--- config.mk ---
export PLATFORM = sky130hd
export DESIGN_NAME = thermal_irq_unit
export DESIGN_NICKNAME = d
export VERILOG_FILES = /design/src/rtl/thermal_irq_pkg.sv /design/src/rtl/thermal_irq_level.sv /design/src/rtl/thermal_irq_ready.sv /design/src/rtl/thermal_irq_regs.sv /design/src/rtl/thermal_irq_unit.sv
export SDC_FILE = /design/constraint.sdc
export NUM_CORES = 1
export LEC_CHECK = 0
export BUFFER_PORTS_ARGS = -buffer_cell sky130_fd_sc_hd__buf_2
export CELL_PAD_IN_SITES_DETAIL_PLACEMENT = 1
export CELL_PAD_IN_SITES_GLOBAL_PLACEMENT = 2
export CORE_MARGIN = 2
export CORE_UTILIZATION = 37
export DETAILED_ROUTE_END_ITERATION = 6
export GPL_ROUTABILITY_DRIVEN = 0
export MAX_ROUTING_LAYER = met4
export PLACE_DENSITY = 0.81
export SYNTH_ARGS = -nofsm -noshare
export SYNTH_HDL_FRONTEND = slang
export SYNTH_HIERARCHICAL = 1
export SYNTH_SLANG_ARGS = --single-unit
export TNS_END_PERCENT = 100
--- constraint.sdc ---
create_clock -name clk -period 4.1 [get_ports clk]
set_input_delay 0.82 -clock clk [delete_from_list [all_inputs] [get_ports clk]]
set_output_delay 0.82 -clock clk [all_outputs]
set_load 0.05 [all_outputs]
--- src/rtl/thermal_irq_pkg.sv ---
package thermal_irq_pkg;
  localparam int ADDR_W    = 4;
  localparam int DATA_W    = 32;
  localparam int A_CTRL    = 0;
  localparam int A_STATE   = 1;
  localparam int A_PEND    = 2;
  localparam int A_CLEAR   = 3;
  localparam int A_ENABLE  = 4;
  localparam int A_EMUL    = 5;
  localparam int A_RISE    = 8;
  localparam int A_FALL    = 12;
  localparam int MAX_TREGS = 4;

  typedef struct packed {
    logic [2:0] trip_lvl;
    logic       trip_arm;
    logic       trip_en;
    logic       core_en;
  } ctrl_t;
endpackage

--- src/rtl/thermal_irq_level.sv ---
module thermal_irq_level #(
  parameter int CODE_W = 8
) (
  input  logic              clk,
  input  logic              rst_n,
  input  logic              cmp_en,
  input  logic [CODE_W-1:0] code,
  input  logic [CODE_W-1:0] rise_thr,
  input  logic [CODE_W-1:0] fall_thr,
  output logic              rise_ev,
  output logic              fall_ev,
  output logic              armed
);
  logic armed_q;

  assign rise_ev = cmp_en && !armed_q && (code >= rise_thr);
  assign fall_ev = cmp_en &&  armed_q && (code <= fall_thr);
  assign armed   = armed_q;

  always_ff @(posedge clk or negedge rst_n) begin
    if (!rst_n)       armed_q <= 1'b0;
    else if (rise_ev) armed_q <= 1'b1;
    else if (fall_ev) armed_q <= 1'b0;
  end

  a_r2_rise_arms: assert property (@(posedge clk) disable iff (!rst_n)
    rise_ev |=> armed_q);
  a_r3_fall_disarms: assert property (@(posedge clk) disable iff (!rst_n)
    fall_ev |=> !armed_q);
  a_r10_idle_holds: assert property (@(posedge clk) disable iff (!rst_n)
    !cmp_en |=> $stable(armed_q));
endmodule

--- src/rtl/thermal_irq_ready.sv ---
module thermal_irq_ready #(
  parameter int HOLD = 4
) (
  input  logic clk,
  input  logic rst_n,
  input  logic start,
  output logic ready
);
  localparam int CNT_W = $clog2(HOLD + 1);
  logic [CNT_W-1:0] cnt_q;

  always_ff @(posedge clk or negedge rst_n) begin
    if (!rst_n)          cnt_q <= '0;
    else if (start)      cnt_q <= CNT_W'(HOLD);
    else if (cnt_q != 0) cnt_q <= cnt_q - 1'b1;
  end

  assign ready = (cnt_q == '0);

  a_r9_low_after_toggle: assert property (@(posedge clk) disable iff (!rst_n)
    start |=> !ready);
endmodule

--- src/rtl/thermal_irq_regs.sv ---
module thermal_irq_regs
  import thermal_irq_pkg::*;
#(
  parameter int N_LVL  = 8,
  parameter int CODE_W = 8
) (
  input  logic                         clk,
  input  logic                         rst_n,
  input  logic                         reg_wr,
  input  logic [ADDR_W-1:0]            reg_addr,
  input  logic [DATA_W-1:0]            reg_wdata,
  output logic [DATA_W-1:0]            reg_rdata,
  input  logic                         ready,
  input  logic [2*N_LVL-1:0]           events,
  output ctrl_t                        ctrl,
  output logic                         core_toggle,
  output logic [2*N_LVL-1:0]           pend,
  output logic [2*N_LVL-1:0]           ien,
  output logic                         emul_en,
  output logic [CODE_W-1:0]            emul_code,
  output logic [N_LVL-1:0][CODE_W-1:0] rise_thr,
  output logic [N_LVL-1:0][CODE_W-1:0] fall_thr
);
  localparam int LPR   = DATA_W / CODE_W;
  localparam int PEND_W = 2 * N_LVL;

  logic wr_ctrl, wr_clear, wr_ien, wr_emul;
  logic [PEND_W-1:0] clr_mask;

  assign wr_ctrl     = reg_wr && (reg_addr == ADDR_W'(A_CTRL));
  assign wr_clear    = reg_wr && (reg_addr == ADDR_W'(A_CLEAR));
  assign wr_ien      = reg_wr && (reg_addr == ADDR_W'(A_ENABLE));
  assign wr_emul     = reg_wr && (reg_addr == ADDR_W'(A_EMUL));
  assign clr_mask    = wr_clear ? reg_wdata[PEND_W-1:0] : '0;
  assign core_toggle = wr_ctrl && (reg_wdata[0] != ctrl.core_en);

  always_ff @(posedge clk or negedge rst_n) begin
    if (!rst_n) begin
      ctrl      <= '0;
      ien       <= '0;
      emul_en   <= 1'b0;
      emul_code <= '0;
      pend      <= '0;
    end else begin
      if (wr_ctrl) begin
        ctrl.core_en  <= reg_wdata[0];
        ctrl.trip_en  <= reg_wdata[1];
        ctrl.trip_arm <= reg_wdata[2];
        ctrl.trip_lvl <= reg_wdata[6:4];
      end
      if (wr_ien) ien <= reg_wdata[PEND_W-1:0];
      if (wr_emul) begin
        emul_en   <= reg_wdata[0];
        emul_code <= reg_wdata[8 +: CODE_W];
      end
      pend <= (pend & ~clr_mask) | events;
    end
  end

  always_ff @(posedge clk or negedge rst_n) begin
    if (!rst_n) begin
      rise_thr <= '0;
      fall_thr <= '0;
    end else if (reg_wr) begin
      for (int i = 0; i < N_LVL; i++) begin
        if (reg_addr == ADDR_W'(A_RISE + i / LPR))
          rise_thr[i] <= reg_wdata[(i % LPR) * CODE_W +: CODE_W];
        if (reg_addr == ADDR_W'(A_FALL + i / LPR))
          fall_thr[i] <= reg_wdata[(i % LPR) * CODE_W +: CODE_W];
      end
    end
  end

  always_comb begin
    reg_rdata = '0;
    case (reg_addr)
      ADDR_W'(A_CTRL): begin
        reg_rdata[0]   = ctrl.core_en;
        reg_rdata[1]   = ctrl.trip_en;
        reg_rdata[2]   = ctrl.trip_arm;
        reg_rdata[6:4] = ctrl.trip_lvl;
      end
      ADDR_W'(A_STATE):  reg_rdata[0] = ready;
      ADDR_W'(A_PEND):   reg_rdata[PEND_W-1:0] = pend;
      ADDR_W'(A_ENABLE): reg_rdata[PEND_W-1:0] = ien;
      ADDR_W'(A_EMUL): begin
        reg_rdata[0]             = emul_en;
        reg_rdata[8 +: CODE_W]   = emul_code;
      end
      default: begin
        for (int i = 0; i < N_LVL; i++) begin
          if (reg_addr == ADDR_W'(A_RISE + i / LPR))
            reg_rdata[(i % LPR) * CODE_W +: CODE_W] = rise_thr[i];
          if (reg_addr == ADDR_W'(A_FALL + i / LPR))
            reg_rdata[(i % LPR) * CODE_W +: CODE_W] = fall_thr[i];
        end
      end
    endcase
  end

  a_r5_event_beats_clear: assert property (@(posedge clk) disable iff (!rst_n)
    (events != '0) |=> ((pend & $past(events)) == $past(events)));
  a_r5_clear_drops: assert property (@(posedge clk) disable iff (!rst_n)
    (wr_clear && events == '0) |=> ((pend & $past(clr_mask)) == '0));
endmodule

--- src/rtl/thermal_irq_unit.sv ---
module thermal_irq_unit
  import thermal_irq_pkg::*;
#(
  parameter int N_LVL      = 8,
  parameter int CODE_W     = 8,
  parameter int READY_HOLD = 4
) (
  input  logic              clk,
  input  logic              rst_n,
  input  logic              sns_valid,
  input  logic [CODE_W-1:0] sns_code,
  input  logic              reg_wr,
  input  logic [ADDR_W-1:0] reg_addr,
  input  logic [DATA_W-1:0] reg_wdata,
  output logic [DATA_W-1:0] reg_rdata,
  output logic              irq_o,
  output logic              trip_o
);
  localparam int LVL_W = (N_LVL > 1) ? $clog2(N_LVL) : 1;

  ctrl_t                        ctrl;
  logic                         core_toggle, ready, emul_en, cmp_en;
  logic [CODE_W-1:0]            emul_code, eff_code;
  logic [2*N_LVL-1:0]           pend, ien, events;
  logic [N_LVL-1:0][CODE_W-1:0] rise_thr, fall_thr;
  logic [N_LVL-1:0]             armed;

  thermal_irq_regs #(.N_LVL(N_LVL), .CODE_W(CODE_W)) u_regs (
    .clk, .rst_n, .reg_wr, .reg_addr, .reg_wdata, .reg_rdata,
    .ready, .events, .ctrl, .core_toggle, .pend, .ien,
    .emul_en, .emul_code, .rise_thr, .fall_thr
  );

  thermal_irq_ready #(.HOLD(READY_HOLD)) u_ready (
    .clk, .rst_n, .start(core_toggle), .ready
  );

  assign eff_code = emul_en ? emul_code : sns_code;
  assign cmp_en   = ctrl.core_en && (emul_en || sns_valid);

  for (genvar g = 0; g < N_LVL; g++) begin : g_lvl
    thermal_irq_level #(.CODE_W(CODE_W)) u_lvl (
      .clk, .rst_n, .cmp_en, .code(eff_code),
      .rise_thr(rise_thr[g]), .fall_thr(fall_thr[g]),
      .rise_ev(events[g]), .fall_ev(events[N_LVL + g]),
      .armed(armed[g])
    );
  end

  assign irq_o  = |(pend & ien);
  assign trip_o = ctrl.trip_en && ctrl.trip_arm && armed[ctrl.trip_lvl[LVL_W-1:0]];

  a_r10_no_event_when_off: assert property (@(posedge clk) disable iff (!rst_n)
    !ctrl.core_en |-> (events == '0));
  a_r11_no_event_without_valid: assert property (@(posedge clk) disable iff (!rst_n)
    (!emul_en && !sns_valid) |-> (events == '0));
endmodule

; Yosys cells after proc, flatten, opt, wreduce, memory -nomap -nowiden
; Index checks and enable logic that the tools add are counted.
[totals]
reg_bits = 186
in_bits = 48
output_inout_bits = 34
wordCells = 180
[op_classes]
add_sub_neg = 1
order_cmp = 17
eq_ne = 10
mux = 45
bitwise = 4
reduce_logical = 70
[op_table]
columns = operator, n
row1 = $mux W8, 17
row2 = $ge A8 B8 Y1, 8
row3 = $le A8 B8 Y1, 8
row4 = $logic_and A1 B1 Y1, 40
row5 = $and A16 B16 Y16, 2
row6 = $mux W16, 2
row7 = $pmux W8 S4, 1
row8 = $reduce_bool A2 Y1, 9
row9 = $mux W1, 17
row10 = $eq A4 B4 Y1 const B, 4
row11 = $not A16 Y16, 1
row12 = $or A16 B16 Y16, 1
row13 = $reduce_or A16 Y1, 1
row14 = $pmux W3 S4, 1
row15 = $eq A4 B2 Y1 const B, 2
row16 = $eq A4 B3 Y1 const B, 2
row17 = $logic_not A1 Y1, 8
row18 = $pmux W2 S4, 1
row19 = $reduce_and A2 Y1, 4
row20 = $mux W3, 2
row21 = $pmux W1 S3, 2
row22 = $pmux W1 S5, 1
row23 = $reduce_or A5 Y1, 1
row24 = $eq A4 B1 Y1 const B, 1
row25 = 10 further kinds, 11

; Logic depth before layout (Yosys ltp)
; Gate-level depths: netlist of run 1.
[depth]
ltp_word = 6
depth_mapped = 9
ltp_nobuf = 8

; Modules after synthesis
; The synthesis of run 1 kept the hierarchy.
[modules_own_cells]
columns = mod, n_inst, cells_each, area_each_um2, seq_area_each_um2
row1 = thermal_irq_regs, 1, 706, 8365.5, 4379.2
row2 = thermal_irq_level, 8, 57, 480.5, 25.0
row3 = thermal_irq_unit, 1, 26, 251.5, 0.0
row4 = thermal_irq_ready, 1, 16, 183.9, 75.1

; Least setup slack after synthesis of run 1
; Ideal clock, no wire load.
[synth_timing]
kind = input port to output port
startpoint = input port reg_addr[2]
endpoint = output port reg_rdata[21]
arrival_time_ns = 2.711
t_required_ns = 3.280
path_slack_ns = 0.569
path_stages = 6
cell_sequence = buf_4 > inv_1 > nor2_2 > buf_2 > a21oi_1 > o21ai_0
[synth_via]
elab_chain_cells = 6
[synth_rtl]
columns = element, line_no
row1 = "start, declared", thermal_irq_unit.sv:13  ; input logic [ADDR_W-1:0] reg_addr,
row2 = $eq A4 B4 Y1, thermal_irq_regs.sv:92  ; if (reg_addr == ADDR_W'(A_RISE + i / LPR))
row3 = $mux W8, thermal_irq_regs.sv:92
row4 = $mux W8, thermal_irq_regs.sv:94  ; if (reg_addr == ADDR_W'(A_FALL + i / LPR))
row5 = $mux W8, thermal_irq_regs.sv:92
row6 = $mux W8, thermal_irq_regs.sv:94
row7 = $mux W16 *, thermal_irq_regs.sv:76  ; case (reg_addr)
row8 = "end, declared", thermal_irq_unit.sv:15  ; output logic [DATA_W-1:0] reg_rdata,
; Every way passes the cells marked *; elsewhere a longest branch is shown, timed or not.

; Worst setup path in the final report of run 1
[layout_timing]
startpoint = input port reg_addr[2]
endpoint = output port reg_rdata[5]
[layout_via]
elab_chain_cells = 6
[layout_rtl]
columns = element, line_no
row1 = $eq A4 B4 Y1, thermal_irq_regs.sv:92
row2 = $mux W8, thermal_irq_regs.sv:92
row3 = $mux W8, thermal_irq_regs.sv:94
row4 = $mux W8, thermal_irq_regs.sv:92
row5 = $mux W8, thermal_irq_regs.sv:94
row6 = $pmux W3 S4 *, thermal_irq_regs.sv:76
; Marks and branches as above.

==> impl_metrics.py, run 1 <==
metrics = {
    "status": {
        "outcome": "completed",
    },
    "placed_design": {
        "port_buffers": 81,
        "pre_cts_ws_ps": 619,
        "dp_hpwl_um": 28700,
        "placedCellCount": 1706,
    },
    "yosys": {
        "yosysSeqAreaShare_pct": 36.8,
        "synth_edf_count": 0,
        "avgSynthCellArea_um2": 10.5,
        "ys_async_sr_fraction_pct": 100,
        "syn_area_um2": 12600,
        "yosysWarnings": 6,
        "ys_ff_latch": 186,
        "ys.flop_type": "dfrtp_1",
        "synth_cells": 1204,
        "syn_nets": 1382,
        "synth_cell_types": 57,
    },
    "clock_network": {
        "cts_tree": "built",
        "h-tree-depth": 4,
        "numCtsBuffers": 17,
        "cts_setup_buffers": 0,
        "clkSlewWorstSetupHoldPaths_ps": 70,
        "ctsResizeCount": 0,
        "hold_buffers": 0,
        "insertion_delay_ps": 450,
        "cts.sinks": 186,
        "clockBufferDepth": 2,
        "cts.root.buffer_cell": "clkbuf_16",
    },
    "pwr": {
        "irDropWorstVdd_uv": 326,
        "net-switching-power_mw": 2.93,
        "p_total_mw": 7.64,
        "pwr-share-comb_pct": 39.9,
        "switching_share_pct": 38.3,
        "powerDensity_nw_per_um2": 539,
        "p_leak_nw": 6.55,
        "internal_power_mw": 4.71,
        "p_seq_share_pct": 37.0,
        "power_frac_clock_pct": 23.0,
    },
    "layout": {
        "drive_gt1_share_pct": 27.3,
        "nets": 1455,
        "fillerInstances": 3742,
        "layout_common_cells": "dfrtp_1, mux2_2, inv_1",
        "final_cells": 1741,
        "final_common_cell": "dfrtp_1",
        "syn2layout_area_growth_pct": 12.2,
    },
    "critical_path": {
        "r2r_cells": 7,
        "critPathLaunchType": "primary input",
        "cp_slowest_cell": "buf_2",
        "r2r_start": "u_regs/emul_en",
        "path_class": "in -> out",
        "ff2ff_setup_slack_ps": 1070,
        "slowest_delay_ps": 390,
        "critPathMaxFanout": 17,
        "regToRegEndpoint": "u_regs/pend[2]",
        "required_ps": 3280,
        "crit_top_cell": "buf_2",
        "cp_cell_sequence": "buf_2 -> and2b_1 -> and2_1 -> buf_4 -> nand2_1 -> a32oi_1 -> buf_2",
        "end_kind": "output port",
        "crit_arrival_ps": 2700,
    },
    "sta": {
        "fin_hold_ws_ps": 418,
        "fin_skew_ps": 15.2,
        "min_period_ps": 3520,
        "drv_slew": 0,
        "finalHoldViolations": 0,
        "max_freq_mhz": 284,
        "final.setup.tns_ps": 0,
        "fin_ws_ps": 582,
        "setup_viol_count_final": 0,
        "rsz0062_at_grt": "no",
        "worst_pin_slew_ps": 909,
        "slew_headroom_pct": 39.3,
        "period_share_pct": 85.8,
    },
    "routing": {
        "drt_iter0_drc": 706,
        "drcViolationCount": 0,
        "antenna_left": 0,
        "num_vias": 9707,
        "wl_um": 40500,
        "wire_per_inst_um": 23.3,
        "vias_per_cell": 5.58,
        "firstDrtPassIters": 5,
    },
    "global_route": {
        "grt_use_total_pct": 24.0,
        "first_global_vias": 10500,
        "grtUsageMet3_pct": 3.65,
        "grt_max_degree": 89,
        "grt_pass1_wl_um": 62400,
        "busiest_layer": "met2",
        "grt.overflow.total": 0,
        "antenna_found_initial": 3,
        "grtUsageMet1_pct": 31.0,
        "met2_usage_pct": 39.0,
    },
    "floorplanning": {
        "floorplan.core_area_um2": 33600,
        "die_w_um": 189,
        "fp-row-count": 67,
        "start_util_pct": 37.6,
        "io_pins": 82,
        "dieArea_um2": 35700,
        "dieHeight_um": 189,
    },
    "flow_run": {
        "maxCapViolCount": 0,
    },
    "min_path": {
        "min_path_type": "in -> async",
    },
}
[sequential cells by signal, summed over array words and instances (netlist names)]
name / count
g_lvl.u_lvl/armed: 8
u_ready/cnt_q: 3
u_regs/ctrl: 6
u_regs/emul_code: 8
u_regs/emul_en: 1
u_regs/fall_thr: 64
u_regs/ien: 16
u_regs/pend: 16
u_regs/rise_thr: 64
[worst max path at each step]
stage / startpoint / endpoint / slack [ps]
6_report: reg_addr[2] / reg_rdata[5] / 580
3_5_place_dp: reg_addr[2] / reg_rdata[4] / 620
3_3_place_gp: reg_addr[0] / reg_rdata[28] / 660
2_1_floorplan: reg_addr[2] / reg_rdata[21] / 570
5_1_grt: reg_addr[0] / reg_rdata[28] / 510
4_1_cts: reg_addr[0] / reg_rdata[28] / 610
[cells by family after synthesis]
group                      after synthesis  synth area share [%]
adders and majority gates              130                  12.9
and+or+nand+nor                        232                  10.4
DFF                                    186                  36.8
muxes                                  191                  17.3
AOI/OAI and AO/OA                      265                  15.7
xor gates and xnor gates                 1                0.0693
buffers and inverters                  199                  6.84
[cell usage after synthesis, types with 10 or more instances]
cell type | number | area (µm²)
ha_1 | 130 | 1630
nand3_1 | 13 | 65.1
nand2_1 | 78 | 293
mux2i_1 | 16 | 160
nand4_1 | 17 | 106
a32oi_1 | 22 | 193
buf_4 | 19 | 143
a21oi_1 | 50 | 250
buf_2 | 18 | 90.1
nand2b_1 | 10 | 62.6
o31ai_1 | 17 | 128
inv_1 | 146 | 548
o21ai_0 | 62 | 310
dfrtp_1 | 186 | 4650
nor2b_1 | 16 | 100
nor2_1 | 47 | 176
a21o_1 | 39 | 293
mux2_2 | 163 | 1840
[per-layer routing]
metal  wire, µm  vias up  part of all wire, %
li1           -     4463                    -
met3       1540       60                  3.8
met2      19500      215                   48
met4        933        0                  2.3
met5          0        -                    0
met1      18600     4969                   46
[power groups by stage]
stage | Clock, mW | Combinational, mW | Sequential (mW)
finish | 1.76 | 3.05 | 2.83
global route | 1.87 | 3.38 | 2.90
CTS | 1.80 | 3.06 | 2.82
detailed placement | 0 | 3.03 | 2.86
global placement | 0 | 2.88 | 2.83
floorplan | 0 | 2.26 | 2.64
[worst max-delay path: cells and delay by family]
kind / cells / cell delay [ps]
buf+inv: 3 / 970
simple gates: 3 / 550
compound gates: 1 / 340
[area by class of cell]
class | count | area [µm²] | area share (%)
repair buffers | 106 | 654 | 4.61
well taps | 448 | 561 | 3.95
clock inverters | 13 | 169 | 1.19
flip-flops and latches | 186 | 4650 | 32.8
clock buffers | 19 | 443 | 3.12
diodes | 3 | 7.51 | 0.0529
inverters | 147 | 552 | 3.89
multi-input cells | 819 | 7140 | 50.4
[per-stage QoR]
stage / area, µm² / util [%]
6_report: 14200 / 42.2
5_1_grt: 14200 / 42.2
4_1_cts: 14200 / 42.2
3_5_place_dp: 13600 / 40.3
3_3_place_gp: 13600 / 40.3
2_1_floorplan: 12600 / -
No activity file was read; power rests on OpenSTA's default activity.
==> run 2, diff against run 1 <==
BUFFER_PORTS_ARGS = default   (was -buffer_cell sky130_fd_sc_hd__buf_2)
DONT_BUFFER_PORTS = 1   (was default)
PLACE_DENSITY = 0.78   (was 0.81)
REMOVE_ABC_BUFFERS = 1   (was default)
==> run 2 against run 1 <==
  * Combinational power shrank 5%
  * Sequential share of layout area grew 0.73 points
  * Final area shrank 2.2%
  * Clock power shrank 4%
  * Die area is the same
  * Wire length shrank 2.1%
  * Flip-flop and latch count is the same
  * Global-route usage shrank 0.47 points
  * Hold slack lost 350 ps
  * Non-clock buffer count shrank 60
  * Clock-buffer cell count shrank 2
  * First-iteration DRC count shrank 24%
==> impl_metrics.py, run 2 (synthesized netlist as in run 1, its figures left out) <==
metrics = {
    "status": {
        "outcome": "completed",
    },
    "pwr": {
        "p_seq_share_pct": 38.2,
        "powerDensity_nw_per_um2": 535,
        "irDropWorstVdd_uv": 325,
        "power_frac_clock_pct": 22.8,
        "switching_share_pct": 38.3,
        "net-switching-power_mw": 2.84,
        "pwr-share-comb_pct": 39.1,
        "internal_power_mw": 4.58,
        "p_leak_nw": 6.29,
    },
    "sta": {
        "max_freq_mhz": 297,
        "finalHoldViolations": 0,
        "min_period_ps": 3370,
        "final.setup.tns_ps": 0,
        "period_share_pct": 82.2,
        "drv_slew": 0,
        "slew_headroom_pct": 25.9,
        "fin_skew_ps": 15.7,
        "setup_viol_count_final": 0,
        "worst_pin_slew_ps": 1100,
        "rsz0062_at_grt": "no",
        "fin_hold_ws_ps": 66.3,
    },
    "clock_network": {
        "clkSlewWorstSetupHoldPaths_ps": 70,
        "hold_buffers": 0,
        "clockBufferDepth": 2,
        "cts.root.buffer_cell": "clkbuf_16",
        "numCtsBuffers": 17,
        "cts_setup_buffers": 0,
        "insertion_delay_ps": 450,
        "cts_tree": "built",
        "ctsResizeCount": 0,
        "cts.sinks": 186,
        "h-tree-depth": 4,
    },
    "layout": {
        "seqCellArea_um2": 4650,
        "layout_common_cells": "dfrtp_1, mux2_2, inv_1",
        "final_common_cell": "dfrtp_1",
        "nets": 1395,
        "fillerInstances": 3730,
        "drive_gt1_share_pct": 24.0,
        "multi_input_area_um2": 7150,
        "utilization_pct": 41.3,
        "final_cells": 1679,
        "syn2layout_area_growth_pct": 9.72,
        "largestRegisters": "u_regs/fall_thr x64, u_regs/rise_thr x64",
    },
    "routing": {
        "firstDrtPassIters": 5,
        "antenna_left": 0,
        "num_vias": 9292,
        "wire_per_inst_um": 23.6,
        "vias_per_cell": 5.53,
        "drcViolationCount": 0,
        "wl_um": 39700,
        "drt_iter0_drc": 538,
    },
    "global_route": {
        "grt_pass1_wl_um": 61700,
        "first_global_vias": 10000,
        "grt_max_degree": 187,
        "grt_use_total_pct": 23.5,
        "antenna_found_initial": 1,
        "grt.overflow.total": 0,
    },
    "critical_path": {
        "crit_arrival_ps": 2550,
        "r2r_cells": 7,
        "required_ps": 3280,
        "critPathMaxFanout": 84,
        "ff2ff_setup_slack_ps": 1200,
        "end_kind": "output port",
        "path_class": "in -> out",
        "r2r_start": "u_regs/emul_en",
        "regToRegEndpoint": "u_regs/pend[8]",
        "critPathLaunchType": "primary input",
    },
    "flow_run": {
        "maxCapViolCount": 0,
    },
    "floorplanning": {
        "dieHeight_um": 189,
        "die_w_um": 189,
        "floorplan.core_area_um2": 33600,
        "fp-row-count": 67,
        "dieArea_um2": 35700,
        "start_util_pct": 37.6,
        "io_pins": 82,
    },
    "placed_design": {
        "placedCellCount": 1646,
        "port_buffers": 0,
        "dp_hpwl_um": 27800,
    },
    "min_path": {
        "min_path_type": "in -> async",
    },
}
==> run 2: cell count changes in the layout (fill, tap and decap cells not counted), moves of 5 or more <==
cell     delta
buf_2      -79
inv_6       +5
buf_4      +22
o21ai_1    +14
o21ai_0    -14
==> run 2: worst max path at each step <==
stage                         end  slack [ps]   startpoint  cells after the start
floorplan           reg_rdata[16]         430  reg_addr[2]                      4
global placement     reg_rdata[5]         950  reg_addr[1]                      5
detailed placement   reg_rdata[6]         930  reg_addr[1]                      6
CTS                  reg_rdata[6]         920  reg_addr[1]                      6
global route         reg_rdata[3]         850  reg_addr[1]                      6
finish               reg_rdata[5]         730  reg_addr[0]                      5
==> run 2: cell type report <==
class | count | area share, %
clock inverters | 15 | 1.13
multi-input cells | 819 | 51.6
diodes | 1 | 0.0180
clock buffers | 17 | 3.07
inverters | 147 | 3.98
well taps | 448 | 4.04
flip-flops and latches | 186 | 33.5
repair buffers | 46 | 2.67
==> run 2: per-stage QoR <==
| step | instance area, µm² | power [mW] | setup WS, ps |
|---|---|---|---|
| after global placement | 13300 | 5.60 | 946 |
| after CTS | 13900 | 7.46 | 916 |
| after floorplan | 12300 | 4.86 | 433 |
| after detailed placement | 13300 | 5.74 | 935 |
| final | 13900 | 7.42 | 730 |
| after global routing | 13900 | 7.93 | 848 |
==> run 2: critical path, stage by stage <==
cell     delay, ps
nor2_1          90
o21ai_1        860
buf_4          310
a32oi_1        140
buf_4          220
==> run 2: metal layers <==
layer / part of all wire [%] / global-route usage [%] / vias up
li1: - / - / 4335
met1: 47 / 31.0 / 4760
met2: 48 / 38.6 / 166
met3: 3.4 / 3.43 / 31
met4: 1.3 / 4.69 / 0
met5: 0 / - / -
==> run 2: power by group through the flow <==
stage	clock network (mW)	logic (mW)	registers [mW]
6_report	1.69	2.90	2.83
5_1_grt	1.81	3.22	2.91
4_1_cts	1.73	2.90	2.83
3_5_place_dp	0	2.87	2.87
3_3_place_gp	0	2.76	2.84
2_1_floorplan	0	2.21	2.64
==> run 3, diff against run 2 <==
ABC_AREA = 1   (was default)
PLACE_DENSITY = 0.87   (was 0.78)
clock period = 3.5 ns   (was 4.1 ns; I/O delays follow)
==> run 3 against run 2 <==
  * The run now ends with negative hold slack left
  * Synthesized cell count is 43% higher
  * Flip-flop and latch count stayed put
  * Final area is 1.1% higher
==> impl_metrics.py, run 3 <==
metrics = {
    "status": {
        "outcome": "complete, but fails checks",
        "violations": "negative hold slack",
    },
    "layout": {
        "postLayoutCellArea_um2": 14000,
        "syn2layout_area_growth_pct": 14.2,
        "layout_common_cells": "nand2_1, inv_1, dfrtp_1",
        "final_cells": 2192,
        "final_common_cell": "nand2_1",
        "drive_gt1_share_pct": 7.49,
        "nets": 1914,
        "largestRegisters": "u_regs/fall_thr x64, u_regs/rise_thr x64",
        "fillerInstances": 4062,
        "utilization_pct": 43.0,
    },
    "sta": {
        "finalHoldViolations": 61,
        "drv_slew": 0,
        "max_freq_mhz": 359,
        "min_period_ps": 2780,
        "period_share_pct": 79.5,
        "slew_headroom_pct": 39.9,
        "worst_pin_slew_ps": 894,
        "fin_hold_ws_ps": -39.1,
        "final.setup.tns_ps": 0,
        "rsz0062_at_grt": "no",
        "setup_viol_count_final": 0,
        "fin_ws_ps": 718,
        "fin_skew_ps": 13.6,
    },
    "min_path": {
        "min_path_type": "in -> async",
    },
    "placed_design": {
        "dp_hpwl_um": 28900,
        "pre_cts_ws_ps": 729,
        "port_buffers": 0,
        "dpl_cell_area_um2": 13400,
        "placedCellCount": 2159,
    },
    "routing": {
        "antenna_left": 0,
        "wl_um": 40600,
        "firstDrtPassIters": 6,
        "drcViolationCount": 0,
        "drt_iter0_drc": 638,
        "num_vias": 11100,
        "vias_per_cell": 5.07,
        "wire_per_inst_um": 18.5,
    },
    "critical_path": {
        "path_class": "in -> out",
        "required_ps": 2800,
        "crit_arrival_ps": 2080,
        "critPathMaxFanout": 38,
        "end_kind": "output port",
        "critPathLaunchType": "primary input",
        "ff2ff_setup_slack_ps": 1010,
        "r2r_cells": 15,
    },
    "clock_network": {
        "clockBufferDepth": 2,
        "clkSlewWorstSetupHoldPaths_ps": 70,
        "cts_setup_buffers": 0,
        "insertion_delay_ps": 440,
        "ctsResizeCount": 0,
        "numCtsBuffers": 17,
        "h-tree-depth": 4,
        "cts.sinks": 186,
        "cts.root.buffer_cell": "clkbuf_16",
        "cts_tree": "built",
    },
    "floorplanning": {
        "floorplan.core_area_um2": 32600,
        "io_pins": 82,
        "dieHeight_um": 186,
        "dieArea_um2": 34700,
        "fp-row-count": 66,
        "start_util_pct": 37.7,
        "die_w_um": 186,
    },
    "yosys": {
        "syn_area_um2": 12300,
        "synthTopCellsByCount": "nand2_1, inv_1, dfrtp_1",
        "synth_most_common_cell": "nand2_1",
        "synth_edf_count": 0,
        "ys_async_sr_fraction_pct": 100,
        "avgSynthCellArea_um2": 7.16,
        "synth_cells": 1716,
        "yosysTopAreaCellShare_pct": 37.9,
        "synth_top_area_cell": "dfrtp_1",
        "yosysSeqAreaShare_pct": 37.9,
        "ys.flop_type": "dfrtp_1",
        "synth_cell_types": 32,
        "ys_top_cells_by_area": "dfrtp_1, nand2_1, ha_1",
        "ys_ff_latch": 186,
        "yosysWarnings": 6,
    },
    "global_route": {
        "grt_pass1_wl_um": 64600,
        "busiest_layer": "met2",
        "grtUsageMet1_pct": 33.2,
        "grt_max_degree": 187,
        "grtUsageMet3_pct": 2.36,
        "first_global_vias": 11700,
        "antenna_found_initial": 1,
        "grt.overflow.total": 0,
        "grt_use_total_pct": 25.3,
        "met2_usage_pct": 41.9,
    },
    "flow_run": {
        "maxCapViolCount": 0,
    },
    "pwr": {
        "irDropWorstVdd_uv": 372,
        "p_total_mw": 8.18,
        "powerDensity_nw_per_um2": 583,
        "p_leak_nw": 7.56,
    },
}
-- run 3: final cells by class --
type	count	area [µm²]	area share [%]
flip-flops and latches	186	4650	33.2
clock inverters	14	151	1.08
well taps	442	553	3.94
diodes	1	2.50	0.0178
multi-input cells	1182	6290	44.9
clock buffers	18	439	3.13
repair buffers	59	831	5.93
inverters	290	1090	7.81
-- run 3: final timing paths --
path,start,endpoint
worst min-delay path,rst_n,u_regs/fall_thr[48]
min in group clk,reg_wdata[21],u_regs/fall_thr[53]
worst min register to register,u_regs/rise_thr[60],u_regs/rise_thr[60]
worst max-delay path,reg_addr[3],reg_rdata[16]
max in group asynchronous,rst_n,g_lvl[3].u_lvl/armed
worst max register to register,u_regs/emul_en,u_regs/pend[12]
-- run 3: kinds of logic (layout without fill, tap and decap cells) --
kind of cell,after synthesis,count (layout),share of synthesized area [%]
compound gates,233,233,9.88
xor+xnor,1,1,0.0713
simple gates,818,818,27.9
fa+ha+maj,130,130,13.2
flops,186,186,37.9
other cells,0,1,0
buf+inv,348,381,11.0
-- run 3: critical path: stages --
cell,delay (ps)
inv_1,40
nor2_4,360
nand2_2,120
buf_12,220
or2_2,300
nand2_1,80
nand2_1,80
buf_12,150
-- run 3: power by group --
group / switching (mW) / internal, mW / total [mW]
clock: 0.977 / 1.03 / 2.01
sequential: 0.473 / 2.68 / 3.15
combinational: 1.88 / 1.14 / 3.02
-- run 3: per-layer routing --
metal	vias up	wire, µm
li1	5452	-
met1	5435	19100
met2	178	19400
met3	39	1360
met4	0	739
met5	-	0
